==> src/rtl/fdl_pkg.sv <==
package fdl_pkg;
  typedef enum logic [1:0] {
    PH_LOAD = 2'd0,
    PH_DONE = 2'd1
  } load_phase_t;
endpackage

==> src/rtl/fdl_index_count.sv <==
module fdl_index_count #(
  parameter int IDX_NEED = 2
) (
  input  logic clk,
  input  logic rst_n,
  input  logic idx_in,
  output logic idx_met
);
  localparam int CW = $clog2(IDX_NEED + 1);

  logic [CW-1:0] cnt_q;
  logic          idx_d;

  always_ff @(posedge clk) begin
    if (!rst_n) begin
      cnt_q <= '0;
      idx_d <= 1'b1;   // a pulse already high at reset is not counted
    end else begin
      idx_d <= idx_in;
      if (idx_in && !idx_d && (cnt_q != CW'(IDX_NEED)))
        cnt_q <= cnt_q + 1'b1;
    end
  end

  assign idx_met = (cnt_q == CW'(IDX_NEED));

  // count saturates at the threshold
  p_cnt_sat_r5: assert property (@(posedge clk) disable iff (!rst_n)
    cnt_q <= CW'(IDX_NEED));

  // count only moves on a rising edge of the pulse
  p_cnt_edge_r5: assert property (@(posedge clk) disable iff (!rst_n)
    (cnt_q != $past(cnt_q)) |-> ($past(idx_in) && !$past(idx_d)));
endmodule

==> src/rtl/fdl_sector_capture.sv <==
module fdl_sector_capture #(
  parameter int DATA_W     = 8,
  parameter int SECT_BYTES = 256,
  parameter int OFF_W      = $clog2(SECT_BYTES)
) (
  input  logic              clk,
  input  logic              rst_n,
  input  logic              enable,
  input  logic              byte_fire,
  input  logic [DATA_W-1:0] byte_data,
  input  logic              sec_start,
  input  logic              sec_last,
  input  logic              idx_met,
  output logic              wr,
  output logic [OFF_W-1:0]  wr_off,
  output logic [DATA_W-1:0] wr_data,
  output logic              fin
);
  localparam logic [OFF_W-1:0] LAST_OFF = OFF_W'(SECT_BYTES - 1);

  logic             cap_q, qual_q;
  logic [OFF_W-1:0] off_q;

  logic             cap_now, qual_now, take, last_byte;
  logic [OFF_W-1:0] off_now;

  always_comb begin
    cap_now   = sec_start ? sec_last : cap_q;
    qual_now  = sec_start ? idx_met  : qual_q;
    off_now   = sec_start ? '0       : off_q;
    take      = enable && cap_now && byte_fire;
    last_byte = take && (off_now == LAST_OFF);
  end

  always_ff @(posedge clk) begin
    if (!rst_n) begin
      cap_q   <= 1'b0;
      qual_q  <= 1'b0;
      off_q   <= '0;
      wr      <= 1'b0;
      wr_off  <= '0;
      wr_data <= '0;
      fin     <= 1'b0;
    end else if (!enable) begin
      wr  <= 1'b0;
      fin <= 1'b0;
    end else begin
      cap_q  <= cap_now && !last_byte;
      qual_q <= qual_now;
      off_q  <= take ? off_now + 1'b1 : off_now;
      wr     <= take;
      fin    <= last_byte && qual_now;
      if (take) begin
        wr_off  <= off_now;
        wr_data <= byte_data;
      end
    end
  end

  // a write always comes from a cycle in which loading was enabled
  p_wr_needs_enable_r10: assert property (@(posedge clk) disable iff (!rst_n)
    wr |-> $past(enable));

  // the completion pulse marks the write of the top offset
  p_fin_at_top_r2: assert property (@(posedge clk) disable iff (!rst_n)
    fin |-> (wr && wr_off == LAST_OFF));
endmodule

==> src/rtl/fdl_bus_ctrl.sv <==
module fdl_bus_ctrl
  import fdl_pkg::*;
(
  input  logic clk,
  input  logic rst_n,
  input  logic fin,
  output logic bus_req,
  output logic done
);
  load_phase_t phase_q;

  always_ff @(posedge clk) begin
    if (!rst_n) begin
      phase_q <= PH_LOAD;
      bus_req <= 1'b1;
      done    <= 1'b0;
    end else if (phase_q == PH_LOAD && fin) begin
      phase_q <= PH_DONE;
      bus_req <= 1'b0;
      done    <= 1'b1;
    end
  end

  // bus request and done always change together
  p_req_done_pair_r8: assert property (@(posedge clk) disable iff (!rst_n)
    bus_req != done);

  // done is sticky
  p_done_sticky_r9: assert property (@(posedge clk) disable iff (!rst_n)
    done |=> done);
endmodule

==> src/rtl/disk_boot_dma.sv <==
module disk_boot_dma #(
  parameter int ADDR_W     = 16,
  parameter int DATA_W     = 8,
  parameter int SECT_BYTES = 256,
  parameter int IDX_NEED   = 2
) (
  input  logic              clk,
  input  logic              rst_n,
  input  logic              s_valid,
  output logic              s_ready,
  input  logic [DATA_W-1:0] s_data,
  input  logic              sec_start,
  input  logic              sec_last,
  input  logic              idx_pulse,
  output logic              dma_wr,
  output logic [ADDR_W-1:0] dma_addr,
  output logic [DATA_W-1:0] dma_data,
  output logic              bus_req,
  output logic              done
);
  localparam int               OFF_W    = $clog2(SECT_BYTES);
  localparam logic [ADDR_W-1:0] WIN_BASE = ADDR_W'((2 ** ADDR_W) - SECT_BYTES);

  logic             idx_met, fin, loading;
  logic [OFF_W-1:0] wr_off;

  assign loading = bus_req && !fin;
  assign s_ready = loading;

  fdl_index_count #(.IDX_NEED(IDX_NEED)) u_idx (
    .clk(clk), .rst_n(rst_n), .idx_in(idx_pulse), .idx_met(idx_met)
  );

  fdl_sector_capture #(.DATA_W(DATA_W), .SECT_BYTES(SECT_BYTES), .OFF_W(OFF_W)) u_cap (
    .clk(clk), .rst_n(rst_n), .enable(loading), .byte_fire(s_valid && s_ready),
    .byte_data(s_data), .sec_start(sec_start), .sec_last(sec_last), .idx_met(idx_met),
    .wr(dma_wr), .wr_off(wr_off), .wr_data(dma_data), .fin(fin)
  );

  fdl_bus_ctrl u_bus (
    .clk(clk), .rst_n(rst_n), .fin(fin), .bus_req(bus_req), .done(done)
  );

  assign dma_addr = WIN_BASE | ADDR_W'(wr_off);

  // writes stay inside the boot window
  p_wr_window_r1: assert property (@(posedge clk) disable iff (!rst_n)
    dma_wr |-> (dma_addr >= WIN_BASE));

  // release never happens before the index threshold
  p_release_needs_idx_r6: assert property (@(posedge clk) disable iff (!rst_n)
    $fell(bus_req) |-> idx_met);

  // no memory traffic or stream acceptance once released
  p_quiet_after_done_r9: assert property (@(posedge clk) disable iff (!rst_n)
    done |-> (!dma_wr && !s_ready));
endmodule

==> config.mk <==
export PLATFORM = sky130hd
export DESIGN_NAME = disk_boot_dma
export DESIGN_NICKNAME = d
export VERILOG_FILES = /design/src/rtl/fdl_pkg.sv /design/src/rtl/fdl_index_count.sv /design/src/rtl/fdl_sector_capture.sv /design/src/rtl/fdl_bus_ctrl.sv /design/src/rtl/disk_boot_dma.sv
export SDC_FILE = /design/constraint.sdc
export NUM_CORES = 1
export LEC_CHECK = 0
export BUFFER_PORTS_ARGS = -buffer_cell sky130_fd_sc_hd__buf_2
export CAP_MARGIN = 20
export CORE_ASPECT_RATIO = 1.4
export CORE_MARGIN = 2
export CORE_UTILIZATION = 45
export CTS_CLUSTER_SIZE = 8
export DETAILED_ROUTE_END_ITERATION = 8
export PLACE_DENSITY_LB_ADDON = 0.2
export SLEW_MARGIN = 0
export SYNTH_ARGS = -nofsm -noshare
export SYNTH_HDL_FRONTEND = slang
export SYNTH_SLANG_ARGS = --single-unit
==> constraint.sdc <==
create_clock -name clk -period 1.65 [get_ports clk]
set_input_delay 0.0825 -clock clk [delete_from_list [all_inputs] [get_ports clk]]
set_output_delay 0.0825 -clock clk [all_outputs]
set_load 0.02 [all_outputs]
==> run summary <==
CTS buffer count: 5
#FFs+latches synth: 33
CTS clk-pin slew, worst paths: 0.07 ns
FF-to-FF path depth: 3
# port buffers: 33
Area Growth Syn to Fin: 20.83%
Die Ht: 72.35 microns
Nature of the critical path endpoint: flip-flop
GRT overflow: 0
Hold path depth: 3
H-tree levels: 2
Status: finished clean
Adder-Cell Fraction of Synth Area: 0.8333%
Final max-slew violation count: 0
GRT Total Usage: 21.02%
Core box area: 3153 sq um
Clock Tree Buf Depth: 2
Final min period: 1.465 ns
DP HPWL: 2.551 mm
Initial Util: 47.62%
Avg WL per Cell: 14.27 microns
Crit path cell chain: nand3b_1 > or4_1 > a21oi_1
CTS tree: done
Die area: 3821 sq um
DRT Wirelength: 3.554 mm
Design Power: 1.778 mW
CP Data Required Time: 1.87 ns
Worst VDD drop: 771.0 uV
Final hold vios: 0
Top_reg_cell synth: dfxtp_1
Synth cell types: 36
Fill count: 300
FFs w/ async S/R, synth: 0%
Final net count: 224
Setup violations, final: 0
Final TNS setup: 0 ns
First-pass GRT wire length: 5.961 mm
GPL Wtd Cong: 0.8418
# Post-CTS Setup Buffers: 0
Post-Syn Instances: 173
Largest net degree at the start of global routing: 26
Critical Path AT: 1.68 ns
Synth Area in XOR/XNOR: 0.5833%
Layout cells sized above 1: 24.29%
DRC: 0
ANT nets after route: 0
Antenna violations before repair: 0
F_max: 0.6824 GHz
Critical setup path kind: flip-flop to flip-flop
DR vias: 1377
Yosys warns: 0
Slowest-stage cell, CP: or4_1
Post-synthesis sequential area ratio: 44.00%
Vias in the first global route: 1300
Drt initial violations: 41
CTS Sinks: 33
# diodes: 0
Largest family of logic cells by synthesized area: simple AND/OR/NAND/NOR gates
Die width: 52.82 microns
Startpoint Class: flip-flop
Number of synthesized flops with an enable pin: 0
Via/cell ratio: 5.530
Max Cap Viol: 0
Clk_skew: 0.004151 ns
Final std cell area, no fill: 1814 sq um
Mux share of post-synthesis cell area: 4.083%
Clock Tree Root: clkbuf_8
Mapped Avg Cell Area: 8.679 sq um
DP Area: 1688 sq um
Worst path max stage delay: 0.60 ns
TritonRoute pass-1 iters: 4
Final Cycle Share: 88.82%
Ports: 42
Syn Std Cell Area: 1501 sq um
Hold crit path type: input port to flip-flop
Compound-Gate Fraction of Synth Area: 17.00%
RSZ-0062 raised after global routing: no
LEAKAGE: 0.7592 nW
Rows: 24
Clk_lat worst skew: 0.28 ns
Power Density: 980.2 nW/um^2
Flop2flop setup slack: 0.18 ns
Simple-Gate Fraction of Synth Area: 23.42%
Maximum fanout along the worst path: 12
==> what timing repair did <==
action,4_1_cts,5_1_grt
hold buffers,1,0
gates resized for setup,0,0
endpoints found under the hold margin,1,0
==> flip-flops by register name, indices dropped and copies added, names as in the netlist, 2 cells and up <==
signal / cells
u_idx.cnt_q: 2
u_cap.wr_off: 8
u_cap.wr_data: 8
u_cap.off_q: 8
==> synthesized netlist by cell type, drive strengths merged, types with 2 or more instances <==
cell type | n | area, sq um
o21ai | 19 | 95.09
or4 | 5 | 37.54
or3 | 2 | 12.51
nor2 | 5 | 18.77
nor3 | 3 | 15.01
buf | 13 | 91.34
and3 | 2 | 12.51
nand2b | 3 | 18.77
inv | 6 | 22.52
nand2 | 5 | 18.77
nand3b | 3 | 22.52
clkbuf | 8 | 30.03
dfxtp | 33 | 660.6
nor4 | 2 | 12.51
nand3 | 15 | 75.07
and3b | 2 | 17.52
a21oi | 21 | 105.1
mux2i | 5 | 50.05
nand4b | 7 | 76.32
==> worst max-delay path: cells and delay by family, from the launching register on <==
kind,cells,cell delay [ns]
AND/OR/NAND/NOR,2,0.94
flip-flops,1,0.31
AO/OA/AOI/OAI,1,0.14
==> cell type report <==
type	instances	area, sq um	share of cell area [%]
multi-input cells	119	719.4	39.66
inverters	7	26.28	1.448
clock buffers	7	86.33	4.759
well taps	39	48.80	2.690
clock inverters	1	30.03	1.655
flip-flops and latches	33	660.6	36.41
repair buffers	43	242.7	13.38
==> cells in the final DEF (no fill, tap or decap), types with 3 or more instances in the layout <==
| cell type | n |
|---|---|
| conb_1 | 8 |
| buf_4 | 9 |
| or4_1 | 5 |
| nand2b_1 | 3 |
| nand4b_1 | 6 |
| buf_2 | 33 |
| clkbuf_8 | 6 |
| dfxtp_1 | 33 |
| o21ai_0 | 19 |
| a21oi_1 | 21 |
| mux2i_1 | 5 |
| nor3_1 | 3 |
| nand3_1 | 15 |
| nor2_1 | 5 |
| nand3b_1 | 3 |
| inv_1 | 6 |
| nand2_1 | 5 |
==> where the power goes <==
group	total (mW)	internal [mW]	switching (mW)
clock network	0.778	0.492	0.286
logic	0.175	0.0610	0.114
registers	0.826	0.815	0.0107
==> path summary, 6_finish.rpt <==
| kind | start | end |
|---|---|---|
| worst min-delay path | s_data[2] | u_cap.wr_data[2] |
| worst max register to register | u_cap.fin | u_cap.off_q[6] |
| worst max-delay path | u_cap.fin | u_cap.off_q[6] |
| worst min register to register | u_cap.qual_q | u_cap.qual_q |
==> per-stage QoR <==
step	util, %	std cells	hold slack, ns	worst slack, ns
3_3_place_gp	53.53	240	0.2811	0.2609
6_report	57.54	249	0.04532	0.1846
2_1_floorplan	-	180	0.1840	0.1953
5_1_grt	57.54	249	0.05883	0.07256
4_1_cts	57.54	249	0.04271	0.1952
3_5_place_dp	53.53	240	0.2851	0.1880
==> routing by layer <==
metal | GRT usage [%] | vias to the layer above | wire, microns
met3 | 5.967 | 11 | 206
met1 | 24.71 | 643 | 1462
li1 | - | 679 | -
met2 | 34.44 | 44 | 1806
met4 | 10.26 | 0 | 79
met5 | 0 | - | 0
==> cell families (layout without fill, tap and decap cells) <==
family | count (synthesis) | count (layout)
simple gates | 56 | 56
buf+inv | 28 | 58
xor+xnor | 1 | 1
other cells | 1 | 8
fa+ha+maj | 1 | 1
flops | 33 | 33
compound gates | 47 | 47
mux | 6 | 6
Note: power is estimated with default switching activity, not from simulation.
